--- config.mk ---
export PLATFORM = sky130hd
export DESIGN_NAME = cmd_interval_timer
export DESIGN_NICKNAME = d
export VERILOG_FILES = /design/src/rtl/ivt_pkg.sv /design/src/rtl/ivt_ctrl.sv /design/src/rtl/ivt_datapath.sv /design/src/rtl/cmd_interval_timer.sv
export SDC_FILE = /design/constraint.sdc
export NUM_CORES = 1
export LEC_CHECK = 0
export ABC_AREA = 1
export ABC_CLOCK_PERIOD_IN_PS = 6100
export BUFFER_PORTS_ARGS = -buffer_cell sky130_fd_sc_hd__buf_2
export CORE_ASPECT_RATIO = 0.6
export CORE_MARGIN = 2
export CORE_UTILIZATION = 40
export DETAILED_ROUTE_END_ITERATION = 8
export GPL_TIMING_DRIVEN = 1
export SETUP_SLACK_MARGIN = 0.2
export SYNTH_ARGS = -nofsm -noshare
export SYNTH_HDL_FRONTEND = slang
export SYNTH_SLANG_ARGS = --single-unit
--- constraint.sdc ---
create_clock -name clk -period 6.1 [get_ports clk]
set_clock_uncertainty 0.05 [all_clocks]
set_input_delay 0.61 -clock clk [delete_from_list [all_inputs] [get_ports clk]]
set_output_delay 0.61 -clock clk [all_outputs]
set_load 0.01 [all_outputs]
--- src/rtl/ivt_pkg.sv ---
package ivt_pkg;
  localparam int BUS_W  = 32;
  localparam int ADDR_W = 8;

  // register offsets; the bench and software rely on these
  localparam logic [ADDR_W-1:0] OFF_CLEAR  = 8'h00;
  localparam logic [ADDR_W-1:0] OFF_START  = 8'h04;
  localparam logic [ADDR_W-1:0] OFF_STOP   = 8'h08;
  localparam logic [ADDR_W-1:0] OFF_MODE   = 8'h0C;
  localparam logic [ADDR_W-1:0] OFF_STATUS = 8'h10;
  localparam logic [ADDR_W-1:0] OFF_COUNT  = 8'h14;
  localparam logic [ADDR_W-1:0] OFF_TERM   = 8'h18;
  localparam logic [ADDR_W-1:0] OFF_IRQEN  = 8'h1C;
  localparam logic [ADDR_W-1:0] OFF_ACK    = 8'h20;

  localparam int ACK_BIT = 7;

  typedef enum logic [3:0] {
    ST_IDLE   = 4'd1,
    ST_ACTIVE = 4'd2
  } ivtState_e;

  // one-cycle command pulses from control to datapath
  typedef struct packed {
    logic doClear;
    logic doStart;
    logic doStop;
    logic doAck;
  } ivtStrobe_t;
endpackage

--- src/rtl/ivt_ctrl.sv ---
module ivt_ctrl
  import ivt_pkg::*;
#(
  parameter int CNT_W = 32
) (
  input  logic              clk,
  input  logic              rstN,
  input  logic              busValid,
  input  logic              busWrite,
  input  logic [ADDR_W-1:0] busAddr,
  input  logic [BUS_W-1:0]  busWdata,
  input  logic              running,
  input  logic              pending,
  input  logic [CNT_W-1:0]  count,
  output ivtStrobe_t        strobe,
  output logic              modeOneShot,
  output logic              irqEnable,
  output logic [CNT_W-1:0]  termCount,
  output logic [BUS_W-1:0]  busRdata
);
  logic wrHit;
  logic rdHit;
  logic [BUS_W-1:0] statusWord;
  logic [BUS_W-1:0] readMux;
  ivtState_e stateCode;

  assign wrHit = busValid & busWrite;
  assign rdHit = busValid & ~busWrite;

  always_comb begin
    strobe         = '0;
    strobe.doClear = wrHit && (busAddr == OFF_CLEAR);
    strobe.doStart = wrHit && (busAddr == OFF_START);
    strobe.doStop  = wrHit && (busAddr == OFF_STOP);
    strobe.doAck   = wrHit && (busAddr == OFF_ACK) && busWdata[ACK_BIT];
  end

  always_ff @(posedge clk) begin
    if (!rstN) begin
      modeOneShot <= 1'b0;
      irqEnable   <= 1'b0;
      termCount   <= '1;
    end else if (wrHit) begin
      case (busAddr)
        OFF_MODE:  modeOneShot <= busWdata[0];
        OFF_IRQEN: irqEnable   <= busWdata[0];
        OFF_TERM:  termCount   <= busWdata[CNT_W-1:0];
        default: ;
      endcase
    end
  end

  assign stateCode  = running ? ST_ACTIVE : ST_IDLE;
  assign statusWord = {{(BUS_W-8){1'b0}}, pending, irqEnable, modeOneShot, running, stateCode};

  always_comb begin
    case (busAddr)
      OFF_STATUS: readMux = statusWord;
      OFF_COUNT:  readMux = BUS_W'(count);
      OFF_TERM:   readMux = BUS_W'(termCount);
      default:    readMux = '0;
    endcase
  end

  always_ff @(posedge clk) begin
    if (!rstN) busRdata <= '0;
    else if (rdHit) busRdata <= readMux;
    else busRdata <= '0;
  end

  // a read never produces a command pulse
  p_read_no_cmd_r12: assert property (@(posedge clk) disable iff (!rstN)
    rdHit |-> (strobe == '0));

  // terminal count only changes through a write
  p_term_only_by_write_r7: assert property (@(posedge clk) disable iff (!rstN)
    !wrHit |=> $stable(termCount));
endmodule

--- src/rtl/ivt_datapath.sv ---
module ivt_datapath
  import ivt_pkg::*;
#(
  parameter int CNT_W = 32
) (
  input  logic             clk,
  input  logic             rstN,
  input  logic             tickEn,
  input  ivtStrobe_t       strobe,
  input  logic             modeOneShot,
  input  logic [CNT_W-1:0] termCount,
  output logic             running,
  output logic             pending,
  output logic [CNT_W-1:0] count
);
  logic             anyCmd;
  logic             advance;
  logic             termHit;
  logic [CNT_W-1:0] nextCount;

  // a command in the same clock suppresses that tick
  assign anyCmd    = strobe.doClear | strobe.doStart | strobe.doStop;
  assign advance   = running & tickEn & ~anyCmd;
  assign nextCount = count + CNT_W'(1);
  assign termHit   = advance && (nextCount == termCount);

  always_ff @(posedge clk) begin
    if (!rstN) begin
      running <= 1'b0;
      pending <= 1'b0;
      count   <= '0;
    end else if (strobe.doClear) begin
      count   <= '0;
      pending <= 1'b0;
    end else begin
      if (strobe.doStart) running <= 1'b1;
      if (strobe.doStop)  running <= 1'b0;
      if (advance) begin
        if (termHit) begin
          if (modeOneShot) begin
            count   <= nextCount;
            running <= 1'b0;
          end else begin
            count <= '0;
          end
        end else begin
          count <= nextCount;
        end
      end
      // terminal event beats a clear of the pending flag
      if (termHit) pending <= 1'b1;
      else if (strobe.doAck) pending <= 1'b0;
    end
  end

  // the count only moves on a tick or a clear command
  p_count_hold_r3: assert property (@(posedge clk) disable iff (!rstN)
    (!tickEn && !strobe.doClear) |=> $stable(count));

  // a clear command empties count and pending
  p_clear_empties_r10: assert property (@(posedge clk) disable iff (!rstN)
    strobe.doClear |=> (count == '0) && !pending);

  // a stop command freezes the count and halts the timer
  p_stop_freezes_r2: assert property (@(posedge clk) disable iff (!rstN)
    strobe.doStop |=> !running && $stable(count));

  // single-shot stops at the terminal value
  p_oneshot_halts_r5: assert property (@(posedge clk) disable iff (!rstN)
    (termHit && modeOneShot) |=> !running && (count == $past(termCount)));

  // a terminal event always leaves pending set
  p_event_wins_r9: assert property (@(posedge clk) disable iff (!rstN)
    termHit |=> pending);

  // repeating mode restarts at zero
  p_repeat_restart_r4: assert property (@(posedge clk) disable iff (!rstN)
    (termHit && !modeOneShot) |=> (count == '0) && running);
endmodule

--- src/rtl/cmd_interval_timer.sv ---
module cmd_interval_timer
  import ivt_pkg::*;
#(
  parameter int CNT_W = 32
) (
  input  logic              clk,
  input  logic              rstN,
  input  logic              tickEn,
  input  logic              busValid,
  input  logic              busWrite,
  input  logic [ADDR_W-1:0] busAddr,
  input  logic [BUS_W-1:0]  busWdata,
  output logic [BUS_W-1:0]  busRdata,
  output logic [CNT_W-1:0]  countOut,
  output logic              irqOut
);
  ivtStrobe_t       strobe;
  logic             running;
  logic             pending;
  logic             modeOneShot;
  logic             irqEnable;
  logic [CNT_W-1:0] termCount;
  logic [CNT_W-1:0] count;

  ivt_ctrl #(.CNT_W(CNT_W)) u_ctrl (
    .clk        (clk),
    .rstN       (rstN),
    .busValid   (busValid),
    .busWrite   (busWrite),
    .busAddr    (busAddr),
    .busWdata   (busWdata),
    .running    (running),
    .pending    (pending),
    .count      (count),
    .strobe     (strobe),
    .modeOneShot(modeOneShot),
    .irqEnable  (irqEnable),
    .termCount  (termCount),
    .busRdata   (busRdata)
  );

  ivt_datapath #(.CNT_W(CNT_W)) u_dp (
    .clk        (clk),
    .rstN       (rstN),
    .tickEn     (tickEn),
    .strobe     (strobe),
    .modeOneShot(modeOneShot),
    .termCount  (termCount),
    .running    (running),
    .pending    (pending),
    .count      (count)
  );

  assign countOut = count;
  assign irqOut   = pending & irqEnable;

  // enabling the interrupt does not disturb pending
  p_irqen_keeps_pending_r8: assert property (@(posedge clk) disable iff (!rstN)
    (busValid && busWrite && busAddr == OFF_IRQEN && !tickEn) |=> $stable(pending));
endmodule

## Word level (Yosys, flattened, before mapping)

Cells that the tools add are included.
Widths: inputs -> output; s select.

- Register bits: 100
- Latch bits: 0
- Bits in writable memories: 0
- Memory bits (read-only): 0
- Bits of input ports: 45
- Output and inout port bits: 65
- Memories: 0

- Add/sub/neg operators: 1
- Multiply operators: 0
- Div/mod/pow operators: 0
- Magnitude comparators: 0
- Equality and inequality tests: 9
- Shifts and indexed selects: 0
- Mux-type cells: 11
- Bitwise logic cells: 10
- Reductions and logical operators: 13

Operator list:

| operator | count |
|---|---|
| $pmux 32 s3 | 1 |
| $mux 32 | 2 |
| $add 32x1->32 const B | 1 |
| $eq 32x32->1 | 1 |
| $eq 8x5->1 const B | 4 |
| $eq 8x4->1 const B | 2 |
| $eq 8x3->1 const B | 1 |
| $eq 8x6->1 const B | 1 |
| $logic_not 8->1 | 1 |
| $reduce_and 2->1 | 4 |
| $mux 1 | 7 |
| $logic_and 1x1->1 | 6 |
| $and 1x1->1 | 5 |
| $not 1->1 | 3 |
| $mux 2 | 1 |
| $or 1x1->1 | 2 |
| $reduce_bool 2->1 | 1 |
| $reduce_or 2->1 | 1 |

## Depth between registers and ports, before layout

Gate-level depths: netlist of run 1.

- Depth in word-level cells: 9
- Gate-level depth with buffers: 17
- Depth with buffers taken out: 16

## Modules after synthesis

From an unflattened synthesis of run 1, not the netlist that was laid out.

- Cells, all modules: 940
- Area, all modules: 5740.5 um^2

Modules (own cells, without submodules):

| module | times used | cells an instance | area each (um^2) | sequential area each (um^2) |
|---|---|---|---|---|
| ivt_datapath | 1 | 590 | 3090.5 | 680.7 |
| ivt_ctrl | 1 | 348 | 2642.5 | 1321.3 |
| cmd_interval_timer | 1 | 2 | 7.5 | 0.0 |

## Worst setup path before layout of run 1

Ideal clock, no wire load.

- Path type: register -> register
- Start: register u_dp.count[0]
- End: register u_dp.count[16]
- Library setup time: 132 ps
- Arrival time: 2158 ps
- Path slack: 3759 ps
- Stages on the path, launching flop included: 18
- Buffers on the path: 1
- Clock period less this slack: 2341 ps
- Cell sequence: dfxtp_1 ha_1 nand2_2 nor2_4 nand2_2 nor2_2 nand2_1 nand2_1 nand2_1 nand2_1 nand2_1 nor2_1 nand2_1 nor2_2 nand4_4 buf_6 nand2_1 a21oi_1

- Longest elaborated chain between the ends: 4
- Elaborated cells between the ends (all ways): 5
- Classes of those cells: add/sub: 1; eq/ne: 1; mux: 2; reduce/logical: 1

RTL lines:

| element | RTL line | RTL |
|---|---|---|
| from (decl) | ivt_datapath.sv:14 | `output logic [CNT_W-1:0] count` |
| from (signal assigned) | ivt_datapath.sv:41 | `count <= nextCount;` |
| from (signal assigned) | ivt_datapath.sv:47 | `count <= nextCount;` |
| $add 32x1->32 (*) | ivt_datapath.sv:24 | `assign nextCount = count + CNT_W'(1);` |
| $eq 32x32->1 | ivt_datapath.sv:25 | `assign termHit = advance && (nextCount == termCount);` |
| $logic_and 1x1->1 | ivt_datapath.sv:25 |  |
| $mux 32 (*) | ivt_datapath.sv:39 | `if (termHit) begin` |

Mark *: on every way between the ends. The rest lies on a longest branch, timed or not.
A chain may end at the register's enable or synchronous reset.

## Worst setup path after layout of run 1

- Start: input busAddr[6]
- End: register u_ctrl.busRdata[12]

- Longest elaborated chain between the ends: 2
- Elaborated cells between the ends (all ways): 4
- Classes of those cells: eq/ne: 3; mux: 1

RTL lines:

| element | RTL line | RTL |
|---|---|---|
| from (decl) | cmd_interval_timer.sv:11 | `input logic [ADDR_W-1:0] busAddr,` |
| $eq 8x5->1 | ivt_ctrl.sv:57 | `case (busAddr)` |
| $pmux 32 s3 (*) | ivt_ctrl.sv:57 |  |
| to (signal assigned) | ivt_ctrl.sv:67 | `else if (rdHit) busRdata <= readMux;` |
| to (decl) | ivt_ctrl.sv:19 | `output logic [BUS_W-1:0] busRdata` |

Marked as above.

==> metrics.md, run 1 <==
| Metric | Value |
|---|---|
| Synth warn | 0 |
| Mean area per synthesized cell | 6.23 um2 |
| Commonest non-fill, non-tap cells in the layout | 291 x nand2_1, 116 x inv_1, 109 x buf_2 |
| Crit Reg-Reg Endpoint | u_dp.count[0]$_SDFFE_PP0P_ |
| Antenna diodes | 0 |
| Slew Viols, Final | 0 |
| Synth Instances | 922 |
| Crit path arrival time | 3830 ps |
| DP HPWL | 14100 um |
| Hold slack | 439 ps |
| Crit path to | u_ctrl.busRdata[12]$_SDFF_PN0_ |
| Cell Chain, Critical Path | buf_2 > inv_1 > nand2_1 > inv_1 > nand3_1 > inv_2 > nand2_1 > a2111oi_4 > inv_2 > a21oi_1 |
| Drt first-iter violations | 560 |
| Fin crit period | 3600 ps |
| Max-slew headroom | 21.3% |
| First-pass detailed-route iteration total | 5 |
| R2r worst-path depth | 16 |
| P&R area growth vs syn | 17.3% |
| Period utilization | 59.0% |
| Top-area cell type share of the netlist area | 34.9% |
| Final Hold Viols | 0 |
| DRC violations left | 0 |
| Area of the multi-input gates | 3150 um2 |
| Ports | 110 |
| PortBufs | 109 |
| Largest net degree at the start of global routing | 53 |
| Vias in the first global route | 5524 |
| Worst Tran Pin Value | 1180 ps |
| Fin cells | 1207 |
| Wire length per cell | 15.7 um |
| Fmax | 278 MHz |
| CP Class | in2reg |
| Final net count | 1056 |
| Placed cells | 1191 |
| Clock buffer count from CTS | 9 |
| Hold_buf cts | 0 |
| Leading area contributor after synthesis | dfxtp_1 |
| Worst R2R Start | u_dp.count[0]$_SDFFE_PP0P_ |
| GRT Overall Usage | 25.4% |
| Pwr dens | 194 nW/um2 |
| PostCTS Resize Cnt | 0 |
| Initial Util | 41.5% |
| Synth area leaders | dfxtp_1 35%, nand2_1 19%, nand3_1 9.2% |
| Core Area | 13800 um2 |
| Post-CTS setup buffer count | 0 |
| Synthesized flop and latch total | 100 |
| Critical path's largest stage delay | 900 ps |
| Die width | 159 um |
| Mapped Area | 5740 um2 |
| DIE AREA | 15400 um2 |
| Critical Path Slowest Stage Cell | nand2_1 |
| Global-route wire length before repair | 30200 um |
| Setup violators final | 0 |
| CTS sink count | 100 |
| Critical path capture point type | flip-flop |
| Total power | 1310 uW |
| Vias | 6172 |
| Synth unique cells | 33 |
| GR Overflow Total | 0 |
| Critical path launch point | busAddr[6] |
| Clk buf depth | 2 |
| Share of layout cells above drive strength 1 | 15.8% |
| Antenna viol nets, final | 0 |
| Fillers | 1474 |
| Worst Path Required | 6330 ps |
| Syn_nets | 968 |
| Reg area | 2000 um2 |
| Hold Path Class | reg2reg |
| Worst-skew pair later-pin latency | 360 ps |
| Outcome | complete, no violations |
| RSZ-0062 raised after global routing | no |
| Post-route setup TNS | 0 ps |
| Total routed wirelength | 18900 um |
| Startpoint type of the worst setup path | primary input |
| RD Place Congestion | 0.927 |
| Max cap viols | 0 |
| Initial antenna violation count | 0 |
| CTS tree | built |
| Most common cell after layout, fill and taps aside | nand2_1 |
| Root Buffer | clkbuf_16 |
| DR vias/cell | 5.11 |
| Max FO, Critical Path | 45 |
| H-tree depth | 3 |
| Row cnt | 33 |
| Seq/Total Area, Yosys | 34.9% |
| Leakage power | 0.00310 uW |
| Peak VDD IR | 0.000105 V |
| Clk slew on worst S/H paths | 70 ps |
| R2R Setup Slk | 2700 ps |
| Die height | 96.8 um |
[routing by layer]
| layer | track usage (%) | vias to the layer above | wire length [um] |
|---|---|---|---|
| li1 | - | 3134 | - |
| met1 | 42.7 | 2751 | 10100 |
| met2 | 32.1 | 269 | 6790 |
| met3 | 5.06 | 18 | 1870 |
| met4 | 4.92 | 0 | 223 |
| met5 | 0 | - | 0 |
[worst min path at each step]
stage	end	start	cells after the start	slack, ps
after floorplan	u_ctrl.termCount[13]$_SDFFE_PN1P_	u_ctrl.termCount[13]$_SDFFE_PN1P_	2	400
after global placement	u_ctrl.termCount[5]$_SDFFE_PN1P_	u_ctrl.termCount[5]$_SDFFE_PN1P_	2	420
after detailed placement	u_ctrl.termCount[4]$_SDFFE_PN1P_	u_ctrl.termCount[4]$_SDFFE_PN1P_	2	430
after CTS	u_ctrl.termCount[4]$_SDFFE_PN1P_	u_ctrl.termCount[4]$_SDFFE_PN1P_	2	440
after global routing	u_ctrl.termCount[8]$_SDFFE_PN1P_	u_ctrl.termCount[8]$_SDFFE_PN1P_	2	460
final	u_ctrl.termCount[8]$_SDFFE_PN1P_	u_ctrl.termCount[8]$_SDFFE_PN1P_	2	440
[synthesized netlist by cell type (all sizes together)]
cell type and instances:
buf 3, xnor3 2, a21oi 52, nand3 106
xor2 4, a31o 1, nand4 32, a211oi 1
clkbuf 32, a2111oi 1, nand2 299, o21ai 10
inv 121, o22ai 23, xnor2 2, o211ai 2
dfxtp 100, nor3 4, nor2 120, o221ai 2
a311oi 1, nand3b 3, ha 1
[metrics by stage]
stage	setup WS, ps	instance area (um2)	utilization [%]
final	2500	6730	48.7
after global routing	2180	6730	48.7
after CTS	2620	6730	48.7
after detailed placement	2250	6410	46.4
after global placement	2320	6410	46.4
after floorplan	3760	5740	-
[sequential cells by signal (all words and copies together), names as in the netlist]
name                count
u_ctrl.irqEnable        1
u_dp.count             32
u_dp.pending            1
u_ctrl.modeOneShot      1
u_ctrl.busRdata        32
u_ctrl.termCount       32
u_dp.running            1
[cell type report]
cell class,instances,area share (%)
Tap cell,192,3.57
Clock inverter,7,1.38
Timing Repair Buffer,112,8.44
Inverter,121,6.75
Sequential cell,100,29.7
Clock buffer,9,3.35
Multi-Input combinational cell,666,46.8
[kinds of logic after synthesis]
family | after synthesis | share of synthesized area, %
buffers and inverters | 156 | 10.6
adder cells (fa/ha/maj) | 1 | 0.218
flip-flops | 100 | 34.9
AO/OA/AOI/OAI | 93 | 9.39
AND/OR/NAND/NOR | 564 | 43.2
XOR/XNOR | 8 | 1.70
[critical path: cells and delay by family]
family	cells	cell delay [ps]
buffers and inverters	5	1140
AOI/OAI and AO/OA	2	970
and+or+nand+nor	3	1090
[power breakdown]
part / leakage [uW] / total (uW) / internal [uW] / switching [uW]
clock network: 0.000155 / 611 / 329 / 282
logic: 0.00214 / 42.5 / 13.2 / 29.3
registers: 0.000806 / 653 / 652 / 0.392
Note: power is estimated with default switching activity, not from simulation.
==> inputs of run 2 (changes only) <==
ABC_AREA = 0   (was 1)
ABC_CLOCK_PERIOD_IN_PS = 3550   (was 6100)
clock period = 3.55 ns   (was 6.1 ns; I/O delays follow)
==> run 2 against run 1 <==
  * Setup slack worse by 2000 ps
  * Register-to-register slack worse by 2200 ps
  * Non-clock buffer count rose by 13
  * Critical path depth unchanged
  * Global-route usage fell by 3.3 points
  * First-iteration DRC count fell by 30%
  * Wire length decreased by 21%
  * Die area shrank 12%
  * Sequential cell count unchanged
  * Cell area fell by 10%
  * Clock power rose by 80%
  * Final cell count is 27% lower
==> metrics.md, run 2 <==
| Metric | Value |
|---|---|
| Crit path arrival time | 3270 ps (was 3830 ps) |
| Clk slew on worst S/H paths | 70 ps (about the same) |
| First-pass detailed-route iteration total | 6 (was 5) |
| Critical Path Slowest Stage Cell | or4_4 (was nand2_1) |
| Pint | 1800 uW (was 995 uW) |
| Commonest cells in the synthesized netlist | 100 x dfxtp_1, 99 x nand2_1, 87 x nor2_1, 52 x nand3_1, 38 x xnor2_1 (was 292 x nand2_1, 116 x inv_1, 107 x nor2_1, 106 x nand3_1, 100 x dfxtp_1) |
| Worst path buffer plus inverter count | 1 (was 5) |
| DP HPWL | 10900 um (was 14100 um) |
| Main flop type after synthesis | dfxtp_1 (unchanged) |
| Area of the multi-input gates | 2800 um2 (was 3150 um2) |
| Initial antenna violation count | 0 (unchanged) |
| Post-route setup TNS | 0 ps (unchanged) |
| Initial Util | 41.2% (was 41.5%) |
| Largest net degree at the start of global routing | 39 (was 53) |
| Worst Path Required | 3740 ps (was 6330 ps) |
| Vias in the first global route | 4335 (was 5524) |
| Worst Tran Pin Value | 915 ps (was 1180 ps) |
| Synthesized flop and latch total | 100 (unchanged) |
| Synth Instances | 622 (was 922) |
| Sequential fraction of design power | 49.2% (was 50.0%) |
| Outcome | complete, no violations (unchanged) |
| Clk buf depth | 2 (unchanged) |
| Drt first-iter violations | 392 (was 560) |
| Leakage power | 0.00244 uW (was 0.00310 uW) |
| Hold Path Class | in2reg (was reg2reg) |
| H-tree depth | 3 (unchanged) |
| Hold slack | 154 ps (was 439 ps) |
| CTS sink count | 100 (unchanged) |
| Global-route wire length before repair | 23500 um (was 30200 um) |
| Max FO, Critical Path | 19 (was 45) |
| Fillers | 1183 (was 1474) |
| Slew Viols, Final | 0 (unchanged) |
| Synth unique cells | 57 (was 33) |
| GR Overflow Total | 0 (unchanged) |
| P&R area growth vs syn | 20.5% (was 17.3%) |
| Leading area contributor after synthesis | dfxtp_1 (unchanged) |
| Mean area per synthesized cell | 8.05 um2 (was 6.23 um2) |
| Fmax | 325 MHz |
| Vias | 4875 (was 6172) |
| Hold_buf cts | 0 (unchanged) |
| Mapped Area | 5010 um2 (was 5740 um2) |
| Synth area leaders | dfxtp_1 40%, nand2_1 7.4%, xnor2_1 6.6% (was dfxtp_1 35%, nand2_1 19%, nand3_1 9.2%) |
| Most common cell after layout, fill and taps aside | buf_2 (was nand2_1) |
| CP delay by family, top | simple AND/OR/NAND/NOR gates (was buffers and inverters) |
| Peak VDD IR | 0.000231 V (was 0.000105 V) |
| Synth warn | 0 (unchanged) |
| CTS tree | built (unchanged) |
| Reg area | 2000 um2 (about the same) |
| Seq/Total Area, Yosys | 40.0% (was 34.9%) |
| Switching pwr | 474 uW (was 312 uW) |
| Ports | 110 (unchanged) |
| Core Area | 12100 um2 (was 13800 um2) |
| Switch share | 20.8% (was 23.8%) |
| CP Class | reg2reg (was in2reg) |
| Clock buffer count from CTS | 9 (unchanged) |
| Max-slew headroom | 38.9% (was 21.3%) |
| Total routed wirelength | 15000 um (was 18900 um) |
| Antenna diodes | 0 (unchanged) |
| Critical path's largest stage delay | 540 ps (was 900 ps) |
| Root Buffer | clkbuf_16 (unchanged) |
| DRC violations left | 0 (unchanged) |
| Startpoint type of the worst setup path | flip-flop (was primary input) |
| GRT Overall Usage | 22.2% (was 25.4%) |
| Final net count | 757 (was 1056) |
| Fin crit period | 3070 ps |
| Period utilization | 86.6% |
| DIE AREA | 13500 um2 (was 15400 um2) |
| DR vias/cell | 5.53 (was 5.11) |
| Setup violators final | 0 (unchanged) |
| Max cap viols | 0 (unchanged) |
| Commonest non-fill, non-tap cells in the layout | 109 x buf_2, 99 x nand2_1, 98 x dfxtp_1 (was 291 x nand2_1, 116 x inv_1, 109 x buf_2) |
| Clock power frac | 48.3% (was 46.8%) |
| Pwr dens | 378 nW/um2 (was 194 nW/um2) |
| Comb power frac | 2.5% (was 3.3%) |
| Share of layout cells above drive strength 1 | 22.5% (was 15.8%) |
| Row cnt | 31 (was 33) |
| PortBufs | 109 (unchanged) |
| Syn_nets | 668 (was 968) |
| Cell Chain, Critical Path | ha_2 > nand4_1 > or4_4 > nor4_1 > o32ai_1 > a2111oi_2 > nand4b_4 > nand2b_1 > buf_6 > nor2_1 (was buf_2 > inv_1 > nand2_1 > inv_1 > nand3_1 > inv_2 > nand2_1 > a2111oi_4 > inv_2 > a21oi_1) |
| Top-area cell type share of the netlist area | 40.0% (was 34.9%) |
| RD Place Congestion | 0.894 (was 0.927) |
| Final Hold Viols | 0 (unchanged) |
| RSZ-0062 raised after global routing | no (unchanged) |
| Die width | 148 um (was 159 um) |
| Worst-skew pair later-pin latency | 350 ps (was 360 ps) |
| Critical path capture point type | flip-flop (unchanged) |
| Post-synth EDFFs | 0 (unchanged) |
| Post-synthesis async set-or-reset flop share | 0% (unchanged) |
| Die height | 90.7 um (was 96.8 um) |
| Wire length per cell | 17.0 um (was 15.7 um) |
| Top-count cell post-synth | dfxtp_1 (was nand2_1) |
| Antenna viol nets, final | 0 (unchanged) |
| Largest registers | u_ctrl.busRdata: 32 flops, u_ctrl.termCount: 32 flops, u_dp.count: 32 flops (unchanged) |
run 2: changes by cell type after synthesis, sizes merged, moves of 19 or more:
cell,delta
nand2,-200
inv,-117
nand3,-53
a21oi,-46
xnor2,+36
nor2,-33
xor2,+28
a22oi,+27
o22ai,-23
nand4,-19
run 2: cells by family (layout without fill, tap and decap cells):
group / Yosys count / after routing / share of synthesized area (%)
and+or+nand+nor: 328 / 328 / 31.9
DFF: 100 / 100 / 40.0
xor gates and xnor gates: 70 / 70 / 12.2
AOI/OAI and AO/OA: 68 / 68 / 10.5
buffers and inverters: 51 / 145 / 4.32
muxes: 4 / 4 / 0.825
adders and majority gates: 1 / 1 / 0.250
run 2: routing by layer:
layer / wire length, um / track usage [%]
met5: 0 / 0
met4: 131 / 5.08
met3: 1150 / 5.56
met2: 5730 / 29.4
met1: 7940 / 35.0
run 2: cell type report:
class	instances	area share [%]
Clock buffer	11	4.19
Clock inverter	5	1.37
Inverter	4	0.249
Multi-Input combinational cell	471	46.5
Sequential cell	100	33.2
Tap cell	165	3.42
Timing Repair Buffer	125	11.1
run 2: path summary, 6_finish.rpt:
| kind | from | endpoint | slack [ps] | depth (start not counted) |
|---|---|---|---|---|
| worst max-delay path | u_dp.count[1]$_SDFFE_PP0P_ | u_dp.count[20]$_SDFFE_PP0P_ | 480 | 10 |
| worst min-delay path | busWdata[12] | u_ctrl.termCount[12]$_SDFFE_PN1P_ | 150 | 3 |
| worst max register to register | u_dp.count[1]$_SDFFE_PP0P_ | u_dp.count[20]$_SDFFE_PP0P_ | 480 | 10 |
| worst min register to register | u_ctrl.termCount[25]$_SDFFE_PN1P_ | u_ctrl.termCount[25]$_SDFFE_PN1P_ | 450 | 2 |
run 2: per-stage QoR:
stage	power, uW	cell area, um2	utilization, %	setup slack (ps)	cells
finish	2280	6030	49.7	476	881
global route	2350	6030	49.7	207	881
detailed placement	1200	5690	46.8	226	865
CTS	2290	6020	49.6	205	881
floorplan	1170	5010	-	494	622
global placement	1200	5690	46.8	318	865
run 2: worst min-delay path, stage by stage:
cell	delay [ps]
buf_2	80
nand2_1	40
nand3_1	60
run 2: what timing repair did:
item	CTS	global route
gates resized for setup	0	5
setup buffers	0	0
endpoints found under the setup margin	0	33
endpoints found under the hold margin	0	0
run 2: power groups by stage:
| stage | Clock, uW | Sequential [uW] | Combinational [uW] |
|---|---|---|---|
| after floorplan | 0 | 1150 | 21.1 |
| after global placement | 0 | 1150 | 54.4 |
| after detailed placement | 0 | 1150 | 54.8 |
| after CTS | 1110 | 1120 | 55.1 |
| after global routing | 1170 | 1120 | 61.5 |
| final | 1100 | 1120 | 56.2 |
